`config.mk`:
```
export PLATFORM = sky130hd
export DESIGN_NAME = vl_set_unit
export DESIGN_NICKNAME = d
export VERILOG_FILES = /design/src/rtl/vlset_pkg.sv /design/src/rtl/vl_src_select.sv /design/src/rtl/vl_len_clamp.sv /design/src/rtl/vl_state_merge.sv /design/src/rtl/vl_set_unit.sv
export SDC_FILE = /design/constraint.sdc
export NUM_CORES = 1
export LEC_CHECK = 0
export CORE_AREA = 2 2 140 142
export DETAILED_ROUTE_END_ITERATION = 7
export DIE_AREA = 0 0 142 144
export HOLD_SLACK_MARGIN = 0.05
export SYNTH_ARGS = -nofsm -noshare
export SYNTH_HDL_FRONTEND = slang
export SYNTH_SLANG_ARGS = --single-unit
```
`constraint.sdc`:
```
create_clock -name clk -period 5.2 [get_ports clk]
set_input_delay 1.3 -clock clk [delete_from_list [all_inputs] [get_ports clk]]
set_output_delay 1.3 -clock clk [all_outputs]
set_load 0.01 [all_outputs]
```
`src/rtl/vlset_pkg.sv`:
```
// Package: shared types and index helpers for the vector length setting unit.
// Assumes LSB-0 indexing of the state word throughout the design.
package vlset_pkg;

    // Source of the candidate vector length.
    typedef enum logic [1:0] {
        VL_FROM_STATE = 2'd0,
        VL_FROM_REG   = 2'd1,
        VL_FROM_IMM   = 2'd2,
        VL_FROM_CTR   = 2'd3
    } vl_src_e;

    // Bit positions inside the 4-bit condition field.
    localparam int unsigned CR_LT = 3;
    localparam int unsigned CR_GT = 2;
    localparam int unsigned CR_EQ = 1;
    localparam int unsigned CR_SO = 0;

    // Low bit of the maximum-length field for a state word of given widths.
    function automatic int unsigned mvl_lsb(input int unsigned state_w, input int unsigned len_w);
        return state_w - len_w;
    endfunction

    // Low bit of the length field, directly under the maximum-length field.
    function automatic int unsigned vl_lsb(input int unsigned state_w, input int unsigned len_w);
        return state_w - 2 * len_w;
    endfunction

endpackage

```
`src/rtl/vl_src_select.sv`:
```
// Module: vl_src_select
// Picks the candidate vector length from the stored length, the immediate
// plus one, a source register or the loop counter. Register and counter
// values wider than LEN_W saturate to all ones and flag overflow.
// Assumes the raw field numbers are presented undecoded (zero means "none").
module vl_src_select
    import vlset_pkg::*;
#(
    parameter int unsigned LEN_W   = 7,
    parameter int unsigned FIELD_W = 5,
    parameter int unsigned DATA_W  = 64
) (
    input  logic               clk,
    input  logic               rst_n,
    input  logic               sel_valid_i,
    input  logic [LEN_W-1:0]   imm_i,
    input  logic               set_len_i,
    input  logic [FIELD_W-1:0] src_field_i,
    input  logic [FIELD_W-1:0] dst_field_i,
    input  logic [DATA_W-1:0]  src_val_i,
    input  logic [DATA_W-1:0]  ctr_i,
    input  logic [LEN_W-1:0]   kept_len_i,
    output logic [LEN_W-1:0]   eff_imm_o,
    output logic [LEN_W-1:0]   cand_o,
    output logic               sat_ovf_o
);

    localparam logic [LEN_W-1:0]  LEN_ALL   = '1;
    localparam logic [DATA_W-1:0] LEN_LIMIT = {{(DATA_W-LEN_W){1'b0}}, LEN_ALL};

    vl_src_e             kind;
    logic [LEN_W:0]      imm_sum;
    logic [LEN_W-1:0]    reg_len;
    logic                reg_ovf;
    logic [LEN_W-1:0]    ctr_len;
    logic                ctr_ovf;

    // Saturate a full-width value into LEN_W bits.
    function automatic logic [LEN_W:0] saturate(input logic [DATA_W-1:0] v);
        if (v > LEN_LIMIT) begin
            return {1'b1, LEN_ALL};
        end
        return {1'b0, v[LEN_W-1:0]};
    endfunction

    // Effective immediate: stored field plus one, wrapping in LEN_W bits.
    always_comb begin
        imm_sum   = {1'b0, imm_i} + {{LEN_W{1'b0}}, 1'b1};
        eff_imm_o = imm_sum[LEN_W-1:0];
    end

    // Saturated register and counter candidates.
    always_comb begin
        {reg_ovf, reg_len} = saturate(src_val_i);
        {ctr_ovf, ctr_len} = saturate(ctr_i);
    end

    // Choose the source from the set-length flag and the field numbers.
    always_comb begin
        if (!set_len_i) begin
            kind = VL_FROM_STATE;
        end else if (src_field_i != '0) begin
            kind = VL_FROM_REG;
        end else if (dst_field_i == '0) begin
            kind = VL_FROM_IMM;
        end else begin
            kind = VL_FROM_CTR;
        end
    end

    // Multiplex the candidate and its saturation flag.
    always_comb begin
        unique case (kind)
            VL_FROM_REG: begin
                cand_o    = reg_len;
                sat_ovf_o = reg_ovf;
            end
            VL_FROM_IMM: begin
                cand_o    = eff_imm_o;
                sat_ovf_o = 1'b0;
            end
            VL_FROM_CTR: begin
                cand_o    = ctr_len;
                sat_ovf_o = ctr_ovf;
            end
            default: begin
                cand_o    = kept_len_i;
                sat_ovf_o = 1'b0;
            end
        endcase
    end

    // a saturated source always yields the all-ones length.
    assert_no_overflow_R4: assert property (@(posedge clk) disable iff (!rst_n)
        (sel_valid_i && sat_ovf_o) |-> (cand_o == LEN_ALL));

    // with set-length low the stored length is used and no overflow comes from the source.
    assert_keep_len_R3: assert property (@(posedge clk) disable iff (!rst_n)
        (sel_valid_i && !set_len_i) |-> (cand_o == kept_len_i && !sat_ovf_o));

endmodule

```
`src/rtl/vl_len_clamp.sv`:
```
// Module: vl_len_clamp
// Limits the candidate length to the maximum length and merges the
// clamp overflow with any saturation overflow from source selection.
// Assumes both lengths are unsigned and of equal width.
module vl_len_clamp #(
    parameter int unsigned LEN_W = 7
) (
    input  logic             clk,
    input  logic             rst_n,
    input  logic             chk_valid_i,
    input  logic [LEN_W-1:0] cand_i,
    input  logic [LEN_W-1:0] max_i,
    input  logic             in_ovf_i,
    output logic [LEN_W-1:0] len_o,
    output logic             ovf_o
);

    logic too_long;

    // Compare and clamp in one step.
    always_comb begin
        too_long = (cand_i > max_i);
        len_o    = too_long ? max_i : cand_i;
        ovf_o    = in_ovf_i | too_long;
    end

    // the final length never exceeds the maximum.
    assert_len_within_max_R7: assert property (@(posedge clk) disable iff (!rst_n)
        chk_valid_i |-> (len_o <= max_i));

    // overflow without source saturation only when the candidate was cut.
    assert_clamp_ovf_R7: assert property (@(posedge clk) disable iff (!rst_n)
        (chk_valid_i && ovf_o && !in_ovf_i) |-> (len_o == max_i && len_o != cand_i));

endmodule

```
`src/rtl/vl_state_merge.sv`:
```
// Module: vl_state_merge
// Builds the updated state word: new maximum length and length fields at
// the top, mode bits at the bottom, every other bit copied through.
// Assumes persistence at bit 1 and vertical-first at bit 0 (LSB-0).
module vl_state_merge
    import vlset_pkg::*;
#(
    parameter int unsigned STATE_W = 64,
    parameter int unsigned LEN_W   = 7
) (
    input  logic [STATE_W-1:0] state_i,
    input  logic [LEN_W-1:0]   max_len_i,
    input  logic [LEN_W-1:0]   len_i,
    input  logic               set_max_i,
    input  logic               vfirst_i,
    output logic [STATE_W-1:0] state_o
);

    localparam int unsigned MVL_LO  = mvl_lsb(STATE_W, LEN_W);
    localparam int unsigned VL_LO   = vl_lsb(STATE_W, LEN_W);
    localparam int unsigned PST_BIT = 1;
    localparam int unsigned VF_BIT  = 0;

    // Overwrite the length fields and, on a maximum-length load, the mode bits.
    always_comb begin
        state_o                       = state_i;
        state_o[MVL_LO +: LEN_W]      = max_len_i;
        state_o[VL_LO +: LEN_W]       = len_i;
        if (set_max_i) begin
            state_o[VF_BIT]  = vfirst_i;
            state_o[PST_BIT] = 1'b0;
        end
    end

endmodule

```
`src/rtl/vl_set_unit.sv`:
```
// Module: vl_set_unit
// Executes one set-vector-length operation per execute strobe. It computes
// the maximum length and the length, saturates and clamps with overflow,
// and registers the new state word, the destination register write and
// the condition field, each with its own write-enable.
// Assumes the caller holds the state word externally and feeds it back on
// state_i, and keeps exec_i low during reset.
module vl_set_unit
    import vlset_pkg::*;
#(
    parameter int unsigned STATE_W = 64,
    parameter int unsigned LEN_W   = 7,
    parameter int unsigned FIELD_W = 5,
    parameter int unsigned DATA_W  = 64,
    parameter int unsigned CR_W    = 4
) (
    input  logic               clk,
    input  logic               rst_n,
    input  logic               exec_i,
    input  logic [LEN_W-1:0]   imm_i,
    input  logic               set_max_i,
    input  logic               set_len_i,
    input  logic               vfirst_i,
    input  logic [FIELD_W-1:0] src_field_i,
    input  logic [FIELD_W-1:0] dst_field_i,
    input  logic [DATA_W-1:0]  src_val_i,
    input  logic [DATA_W-1:0]  ctr_i,
    input  logic               rec_i,
    input  logic [STATE_W-1:0] state_i,
    output logic [STATE_W-1:0] state_o,
    output logic               state_we_o,
    output logic               rt_we_o,
    output logic [FIELD_W-1:0] rt_idx_o,
    output logic [DATA_W-1:0]  rt_data_o,
    output logic               cr_we_o,
    output logic [CR_W-1:0]    cr_o
);

    localparam int unsigned MVL_LO = mvl_lsb(STATE_W, LEN_W);
    localparam int unsigned VL_LO  = vl_lsb(STATE_W, LEN_W);

    logic [LEN_W-1:0]   kept_max;
    logic [LEN_W-1:0]   kept_len;
    logic [LEN_W-1:0]   eff_imm;
    logic [LEN_W-1:0]   new_max;
    logic [LEN_W-1:0]   cand_len;
    logic               sat_ovf;
    logic [LEN_W-1:0]   fin_len;
    logic               fin_ovf;
    logic [STATE_W-1:0] next_state;
    logic [CR_W-1:0]    next_cr;

    // Read the stored length fields out of the incoming state word.
    always_comb begin
        kept_max = state_i[MVL_LO +: LEN_W];
        kept_len = state_i[VL_LO +: LEN_W];
    end

    vl_src_select #(
        .LEN_W   (LEN_W),
        .FIELD_W (FIELD_W),
        .DATA_W  (DATA_W)
    ) i_select (
        .clk         (clk),
        .rst_n       (rst_n),
        .sel_valid_i (exec_i),
        .imm_i       (imm_i),
        .set_len_i   (set_len_i),
        .src_field_i (src_field_i),
        .dst_field_i (dst_field_i),
        .src_val_i   (src_val_i),
        .ctr_i       (ctr_i),
        .kept_len_i  (kept_len),
        .eff_imm_o   (eff_imm),
        .cand_o      (cand_len),
        .sat_ovf_o   (sat_ovf)
    );

    // Maximum length comes from the immediate only when asked.
    always_comb begin
        new_max = set_max_i ? eff_imm : kept_max;
    end

    vl_len_clamp #(
        .LEN_W (LEN_W)
    ) i_clamp (
        .clk         (clk),
        .rst_n       (rst_n),
        .chk_valid_i (exec_i),
        .cand_i      (cand_len),
        .max_i       (new_max),
        .in_ovf_i    (sat_ovf),
        .len_o       (fin_len),
        .ovf_o       (fin_ovf)
    );

    vl_state_merge #(
        .STATE_W (STATE_W),
        .LEN_W   (LEN_W)
    ) i_merge (
        .state_i   (state_i),
        .max_len_i (new_max),
        .len_i     (fin_len),
        .set_max_i (set_max_i),
        .vfirst_i  (vfirst_i),
        .state_o   (next_state)
    );

    // Condition field describes the length, not the destination register.
    always_comb begin
        next_cr        = '0;
        next_cr[CR_LT] = 1'b0;
        next_cr[CR_GT] = (fin_len != '0);
        next_cr[CR_EQ] = (fin_len == '0);
        next_cr[CR_SO] = fin_ovf;
    end

    // Register every result and its write-enable on the execute strobe.
    always_ff @(posedge clk) begin
        if (!rst_n) begin
            state_o    <= '0;
            state_we_o <= 1'b0;
            rt_we_o    <= 1'b0;
            rt_idx_o   <= '0;
            rt_data_o  <= '0;
            cr_we_o    <= 1'b0;
            cr_o       <= '0;
        end else begin
            state_we_o <= exec_i;
            rt_we_o    <= exec_i && (dst_field_i != '0);
            cr_we_o    <= exec_i && rec_i;
            if (exec_i) begin
                state_o   <= next_state;
                rt_idx_o  <= dst_field_i;
                rt_data_o <= {{(DATA_W-LEN_W){1'b0}}, fin_len};
                cr_o      <= next_cr;
            end
        end
    end

    // a destination write carries the committed length, zero-extended.
    assert_rt_is_len_R8: assert property (@(posedge clk) disable iff (!rst_n)
        rt_we_o |-> (rt_idx_o != '0 && state_we_o &&
                     rt_data_o == {{(DATA_W-LEN_W){1'b0}}, state_o[VL_LO +: LEN_W]}));

    // the condition field reflects the committed length.
    assert_cr_form_R10: assert property (@(posedge clk) disable iff (!rst_n)
        cr_we_o |-> (!cr_o[CR_LT] && cr_o[CR_GT] != cr_o[CR_EQ] &&
                     cr_o[CR_EQ] == (state_o[VL_LO +: LEN_W] == '0)));

    // no write-enable appears without a preceding strobe.
    assert_idle_quiet_R11: assert property (@(posedge clk) disable iff (!rst_n)
        !state_we_o |-> (!rt_we_o && !cr_we_o));

    // a maximum-length load leaves persistence cleared in the next cycle.
    assert_persist_clear_R9: assert property (@(posedge clk) disable iff (!rst_n)
        (exec_i && set_max_i) |=> (state_we_o && !state_o[1]));

    // the maximum length is carried over when not being loaded.
    assert_keep_max_R2: assert property (@(posedge clk) disable iff (!rst_n)
        (exec_i && !set_max_i) |=> (state_o[MVL_LO +: LEN_W] == $past(state_i[MVL_LO +: LEN_W])));

endmodule

```
# Word level (Yosys, flattened, before mapping)
# Index checks and enable logic that the tools add are counted.
# word_totals
ff_bits	82
elab_cells	36
in_bits	216
# op_classes
eq_ne	3
mux	14
order_cmp	3
n_bitwise	1
reduce_logical	7
add_sub_neg	1
# op_table
op	count
64-bit by 7-bit > comparator with 1-bit output (second input constant)	2
8-bit 2-to-1 mux	4
7-bit one-hot mux with 3 select lines	1
7-bit 2-to-1 mux	2
5-bit nonzero test	2
7-bit by 1-bit adder with 7-bit output (second input constant)	1
7-bit > comparator	1
7-bit zero test	1
7-bit nonzero test	1
2-bit 2-to-1 mux	3
5-bit zero test	1
2-bit == test (second input constant)	2
1-bit 2-to-1 mux	3
2-bit by 1-bit == test with 1-bit output (second input constant)	1
1-bit logical AND	2
1-bit one-hot mux with 2 select lines	1
1-bit bitwise OR	1

# Depth between registers and ports, before layout
# Gate-level depths: netlist of the first run.
# depth
word_depth	9
depth_mapped	16
depth_no_buf	15

# Modules after synthesis
# A second synthesis of the first run with hierarchy kept.
# hier_totals
hier_cells	534
hier_area_um2	5043.6
# modules_own_cells
module	area_per_inst_um2	instances	seq_area_each_um2	cells_per_inst
vl_set_unit	3626.0	1	1641.6	332
vl_src_select	658.1	1	0.0	105
vl_state_merge	489.2	1	0.0	64
vl_len_clamp	270.3	1	0.0	33

# Worst setup path before layout of the first run
# Ideal clock, no wire load.
# synth_timing
path_type	in2reg
from	in src_field_i[0]
to	reg cr_o[2]
t_required_ns	5.080
path_buffers	1
setup_time_ns	0.120
slack_ns	0.786
t_arrival_ns	4.294
stages	14
cell_sequence	or4_4 > nor2_8 > buf_6 > o21ai_0 > o22a_1 > nor2_1 > nor2_1 > ha_1 > or4_1 > o21ai_2 > nor2_1 > a211oi_1 > o211ai_1 > o31a_1
# synth_via
elab_chain_len	8
elab_cells_between_ends	10
cone_classes	order compare (1); eq/ne (3); mux (4); reduce/logical (2)
# synth_rtl
item	line	text
from (decl)	vl_set_unit.sv:24	input logic [FIELD_W-1:0] src_field_i,
5-bit nonzero test (*)	vl_src_select.sv:62	end else if (src_field_i != '0) begin
2-bit 2-to-1 mux (*)	vl_src_select.sv:62	
2-bit 2-to-1 mux (*)	vl_src_select.sv:60	if (!set_len_i) begin
2-bit == test / 2-bit by 1-bit == test with 1-bit output (equally long branches)	vl_src_select.sv:73	unique case (kind)
7-bit one-hot mux with 3 select lines (*)	vl_src_select.sv:73	
7-bit > comparator	vl_len_clamp.sv:22	too_long = (cand_i > max_i);
7-bit 2-to-1 mux (*)	vl_len_clamp.sv:23	len_o = too_long ? max_i : cand_i;
7-bit nonzero test (*)	vl_set_unit.sv:113	next_cr[CR_GT] = (fin_len != '0);
to (signal assigned)	vl_set_unit.sv:136	cr_o <= next_cr;
to (decl)	vl_set_unit.sv:36	output logic [CR_W-1:0] cr_o
# Every way passes the cells marked *; elsewhere a longest branch is shown, timed or not.
# A chain may end at the register's enable or synchronous reset.

# Worst setup path in the final report of the first run
# layout_timing
from	in src_val_i[8]
to	reg cr_o[2]
# layout_via
elab_chain_len	7
# layout_rtl
item	line	text
from (decl)	vl_set_unit.sv:26	input logic [DATA_W-1:0] src_val_i,
64-bit by 7-bit > comparator with 1-bit output (*)	vl_src_select.sv:40	if (v > LEN_LIMIT) begin
1-bit 2-to-1 mux (*)	vl_src_select.sv:40	
8-bit 2-to-1 mux (*)	vl_src_select.sv:43	return {1'b0, v[LEN_W-1:0]};
7-bit one-hot mux with 3 select lines (*)	vl_src_select.sv:73	
7-bit > comparator	vl_len_clamp.sv:22	
7-bit 2-to-1 mux (*)	vl_len_clamp.sv:23	
7-bit nonzero test (*)	vl_set_unit.sv:113	
# Marked as above.

==> results of run 1 <==
[cells in the final DEF, fill, tap and decap left out, types with 3 or more instances in the layout]
cell             count
clkdlybuf4s50_1    296
nor2_1              86
dfxtp_1             75
mux2i_1             61
conb_1              58
nor4_1              26
a21oi_1             16
o21ai_0             15
nand2_1             14
nand3_1             10
buf_4               10
clkbuf_16            9
nand4_1              8
nand2b_1             8
ha_1                 8
inv_1                7
or2_2                5
or3_1                5
a31oi_1              5
nor3_1               4
o22a_1               4
o211ai_1             3
a211oi_1             3
[registers in the layout (all words and copies together) (netlist names)]
name	cells
state_o	64
rt_idx_o	5
rt_we_o	1
cr_we_o	1
state_we_o	1
cr_o	3
[power by group]
| part | internal [mW] | switching [mW] | total (mW) |
|---|---|---|---|
| clock network | 0.434 | 0.250 | 0.684 |
| logic | 0.291 | 0.203 | 0.494 |
| registers | 0.613 | 0.0224 | 0.635 |
| total | 1.34 | 0.476 | 1.81 |
[synth_stat cells (all sizes together) (2+ instances only)]
master | number | area share, %
o22a | 4 | 0.81
a211oi | 3 | 0.52
nand3b | 2 | 0.35
xor2 | 2 | 0.41
nor4 | 28 | 4.8
or2 | 6 | 0.87
o22ai | 3 | 0.58
mux2i | 61 | 14
o21a | 2 | 0.35
o21ai | 17 | 2.1
buf | 74 | 13
or4 | 3 | 0.61
nand3 | 10 | 1.2
nand4 | 8 | 1.2
nand2b | 8 | 1.2
a21o | 2 | 0.35
nor2 | 88 | 8.1
o221ai | 2 | 0.81
clkbuf | 14 | 1.2
or3 | 5 | 0.73
a21oi | 16 | 1.9
a31oi | 6 | 1.0
dfxtp | 75 | 35
o211ai | 3 | 0.52
nor2b | 2 | 0.29
ha | 8 | 2.3
nand2 | 15 | 1.5
nor3 | 4 | 0.47
mux2 | 2 | 0.52
inv | 8 | 0.70
[cell type report]
| cell class | count | area [um2] | area share (%) |
|---|---|---|---|
| repair buffers | 306 | 3040 | 40.0 |
| multi-input cells | 382 | 2390 | 31.5 |
| flip-flops and latches | 75 | 1500 | 19.8 |
| well taps | 238 | 298 | 3.92 |
| clock buffers | 10 | 239 | 3.15 |
| clock inverters | 6 | 87.6 | 1.15 |
| inverters | 8 | 30.0 | 0.396 |
[worst max-delay path, stage by stage]
cell and delay (ns):
clkdlybuf4s50_1 0.43, nor4_1 0.38, nand4_1 0.23, nor4_4 0.44, o221ai_4 0.22, nor2_2 0.18, nor2_1 0.05, ha_1 0.19
or4_1 0.53, o21ai_2 0.24, nor2_1 0.18, a211oi_1 0.38, o211ai_1 0.15, o31a_1 0.26
[layer usage]
metal / track usage (%) / part of all wire (%) / up-vias
li1: - / - / 2197
met1: 16.6 / 39 / 1970
met2: 27.7 / 50 / 224
met3: 5.23 / 8.7 / 20
met4: 5.37 / 2.0 / 0
met5: 0 / 0 / -
[worst paths after layout]
| check | to | cells past startpoint |
|---|---|---|
| max reg2reg | state_o[56] | 2 |
| min | state_o[1] | 2 |
| max | cr_o[2] | 14 |
| min reg2reg | state_o[1] | 2 |
[through the flow]
step / power, mW / worst slack (ns) / utilization (%)
after detailed placement: 1.14 / 0.0298 / 38.1
after global placement: 1.14 / 0.0218 / 38.1
final: 1.81 / 0.276 / 39.8
after CTS: 1.84 / 0.358 / 39.8
after floorplan: 0.875 / 0.786 / -
after global routing: 1.91 / 0.0291 / 39.8
[kinds of logic after synthesis]
| family | share of synthesized area (%) |
|---|---|
| and+or+nand+nor | 21.5 |
| buffers and inverters | 14.4 |
| DFF | 34.9 |
| AOI/OAI and AO/OA | 11.5 |
| muxes | 14.7 |
| adders and majority gates | 2.33 |
| xor gates and xnor gates | 0.611 |
| other | 0.0872 |
==> metrics, run 1 <==
Vias=4411; Worst Path Max Fanout=7; placed cell areas=7260 um2; RSZ-0062 raised after global routing=false; reg2reg setup slack=around 4.4 ns; htree depth=3; Max-Cap Viols=0; die area=between 20000 and 25000 um2; drt wl/cell=15.9 um; Antenna Nets Post-Route=0; clk buf depth=2; Overflow after GRT=0; DRT Pass-1 Iters=4; Hold Slack=0.472 ns; Clock Skew=0 ns; outcome=completed; root buf cell=clkbuf_16; cells after synthesis=between 400 and 500; Worst-path clk slew=0.06 ns; critical path class=input pin to flip-flop; Sink Count=75; first-pass GRT wire length=23900 um; Die Ht=around 140 um; top_reg_cell synth=dfxtp_1; Critical Path AT=5.14 ns; # IOs=356; ANT cells=0; peak supply drop=164 uV; maximum clock frequency=203 MHz; Placed Cells=1009; IO Port Bufs=297; number of post-CTS setup repair buffers=0; number of synthesized flops with an enable pin=0; die width=142 um; Post-Layout Cell Count=roughly 1000; Lkg Pwr=3.09 nW; fin. max-slew vios=0; CP Launch Point=src_val_i[8]; #FFs+latches synth=75; CP Launch Type=input pin; area grow syn2layout=76.4%; number of fillers in the final layout=1901; Final nets=approximately 1000; Power Density=239 nW/um2; crit end category=flip-flop; setup tns final=0 ns; core area=19100 um2; crit share post-route=94.7%; worst reg2reg path startpoint=state_o[56]; Req. time, crit path=5.42 ns; gpl congestion=0.898; post-cts resize count=0; async set or reset register ratio after synthesis=0%; GR Util All Layers=15.3%; sequential share of the synthesized area=34.9%; vias in the first global route=4411; CTS tree=done; Avg Vias per Cell=between 4 and 5; Slew @ Worst Pin=about 0.85 ns; initial antenna violation count=0; cell area after synthesis=4300 um2; CTS buffer count=9; Post-Layout Inst Area=roughly 7600 um2; DP HPWL=13300 um; Final Critical Period=4.92 ns; Final Hold Viols=0; worst hold start=state_o[1]; Post-CTS Hold Buffers=0; largest net degree at the start of global routing=50; number of DRC markers in iteration 0=approximately 120; final setup fails=0; Syn Area/Cell=8.67 um2; # DRC=0; worst-skew pair later-pin latency=roughly 0.34 ns; worst min path class=flip-flop to flip-flop; # rows=between 50 and 60; Unique masters post-synth=60; slew margin rel.=a little over two fifths; final wirelength=16300 um; Synth Warn #=0; layout cell share with drive strength beyond 1=6.10%; Initial Utilization=22.5%
(Power assumes the default switching activity.)
==> run 2, diff against run 1 <==
Settings changed: GPL_TIMING_DRIVEN from default to 0.
==> run 2 against run 1 <==
Clock power down 6.1%. Critical endpoint is now cr_o[1]. Sequential power about the same. Critical path type unchanged. Register-to-register slack is essentially flat. Highest routed layer unchanged. Die area did not move. Largest power group unchanged. Largest cell class unchanged. Non-clock buffer count up 78. Hold slack gained 0.0033 ns.
==> metrics, run 2 (synthesis gave the netlist of run 1 again) <==
Initial Utilization=22.5% (unchanged); Antenna Nets Post-Route=0 (unchanged); final setup fails=0 (unchanged); # DRC=0 (unchanged); Final nets=1084 (was 1006); largest net degree at the start of global routing=16 (was 50); crit end category=flip-flop (unchanged); drt wl/cell=15.7 um (was 15.9 um); DRT Pass-1 Iters=4 (unchanged); Post-CTS Hold Buffers=0 (unchanged); GR Util All Layers=16.2% (was 15.3%); CP Launch Type=input pin (unchanged); CTS tree=done (unchanged); final wirelength=17300 um (was 16300 um); htree depth=3 (unchanged); clk buf depth=2 (unchanged); most common cell after layout, fill and taps aside=clkdlybuf4s50_1 (unchanged); Worst-path clk slew=0.06 ns (about the same); Worst Path Max Fanout=10 (was 7); die area=20400 um2 (unchanged); slew margin rel.=48.8% (was 42.9%); worst reg2reg path depth=2 (unchanged); placed cell areas=7780 um2 (was 7260 um2); Largest Register=state_o (unchanged); outcome=completed (unchanged); Post-Layout Inst Area=8110 um2 (was 7590 um2); IO Port Bufs=296 (was 297); total power=1.81 mW (about the same); worst slack, placed=-0.274 ns (was 0.0298 ns); Post-Layout Cell Count=1103 (was 1025); fin. max-slew vios=0 (unchanged); worst min path class=flip-flop to flip-flop (unchanged); Req. time, crit path=5.41 ns (was 5.42 ns); commonest non-fill, non-tap cells in the layout=clkdlybuf4s50_1 (296), nor2_1 (85), dfxtp_1 (75), buf_4 (65), mux2i_1 (61) (was clkdlybuf4s50_1 (296), nor2_1 (86), dfxtp_1 (75), mux2i_1 (61), conb_1 (58)); Lkg Pwr=3.42 nW (was 3.09 nW); Placed Cells=1087 (was 1009); Power Density=224 nW/um2 (was 239 nW/um2); Die Ht=144 um (unchanged); critical path class=input pin to flip-flop (unchanged); Slew @ Worst Pin=0.765 ns (was 0.855 ns); Clock Skew=0 ns (unchanged); core area=19100 um2 (unchanged); DP HPWL=14500 um (was 13300 um); ANT cells=0 (unchanged); peak supply drop=162 uV (was 164 uV); Largest regs=state_o (64), rt_idx_o (5), cr_o (3) (unchanged); worst setup margin=0.227 ns (was 0.276 ns); root buf cell=clkbuf_16 (unchanged); area grow syn2layout=88.6% (was 76.4%); Overflow after GRT=0 (unchanged); Vias=4679 (was 4411); number of fillers in the final layout=1930 (was 1901); Final Critical Period=4.97 ns (was 4.92 ns); die width=142 um (unchanged); worst-skew pair later-pin latency=0.33 ns (was 0.34 ns); first-pass GRT wire length=25300 um (was 23900 um); maximum clock frequency=201 MHz (was 203 MHz); layout cell share with drive strength beyond 1=12.7% (was 6.10%); crit share post-route=95.6% (was 94.7%); Final Hold Viols=0 (unchanged); Max-Cap Viols=0 (unchanged); gpl congestion=0.821 (was 0.898); # IOs=356 (unchanged); Sink Count=75 (unchanged); Critical Path AT=5.18 ns (was 5.14 ns); initial antenna violation count=0 (unchanged); CTS buffer count=9 (unchanged); # rows=51 (unchanged); final core occ=42.5% (was 39.8%); vias in the first global route=4593 (was 4411); Largest register FFs=64 (unchanged); Hold Path Depth=2 (unchanged); number of DRC markers in iteration 0=65 (was 116); Avg Vias per Cell=4.24 (was 4.30)
-- run 2: power by group --
group | total [mW] | internal [mW] | switching [mW] | leakage (nW)
clock | 0.642 | 0.379 | 0.263 | 0.145
combinational | 0.536 | 0.324 | 0.213 | 2.65
sequential | 0.636 | 0.613 | 0.0232 | 0.620
total | 1.81 | 1.32 | 0.499 | 3.42
-- run 2: area by class of cell --
cell class	instances	area [um2]	area share [%]
Inverter	8	30.0	0.370
Buffer	88	591	7.28
Sequential cell	75	1500	18.5
Multi-Input combinational cell	382	2420	29.8
Clock inverter	7	82.6	1.02
Tap cell	238	298	3.67
Timing Repair Buffer	296	2960	36.5
Clock buffer	9	225	2.78
-- run 2: routing by layer --
| metal | up-vias | track usage, % | part of all wire, % |
|---|---|---|---|
| met4 | 0 | 4.74 | 1.8 |
| met1 | 2065 | 17.0 | 37 |
| met5 | - | 0 | 0 |
| li1 | 2364 | - | - |
| met2 | 230 | 29.7 | 50 |
| met3 | 20 | 6.46 | 11 |
-- run 2: final timing paths --
kind	start	endpoint	slack [ns]
min reg2reg	state_o[1]	state_o[1]	0.48
max reg2reg	state_o[56]	state_o[56]	4.42
min	state_o[1]	state_o[1]	0.48
max	set_max_i	cr_o[1]	0.23
-- run 2: what timing repair did --
action,CTS,global route
buffers inserted,0,0
setup endpoints to repair,0,2
resized for setup,0,5
endpoints found under the hold margin,0,0
-- run 2: critical path, stage by stage --
cell and delay, ns:
clkdlybuf4s50_1 0.58, clkbuf_1 0.46, nor2_1 0.10, a31oi_1 0.59, inv_1 0.14, ha_1 0.25, or4_1 0.60, o21ai_4 0.27
or2_2 0.15, buf_2 0.22, nand3_1 0.11, a22oi_1 0.28, o31ai_2 0.12
-- run 2: per-stage QoR --
stage	hold slack [ns]	TNS, ns
after floorplan	0.490	0
after global placement	0.463	-0.452
after detailed placement	0.462	-0.507
final	0.476	0
after global routing	0.511	-0.123
after CTS	0.481	0
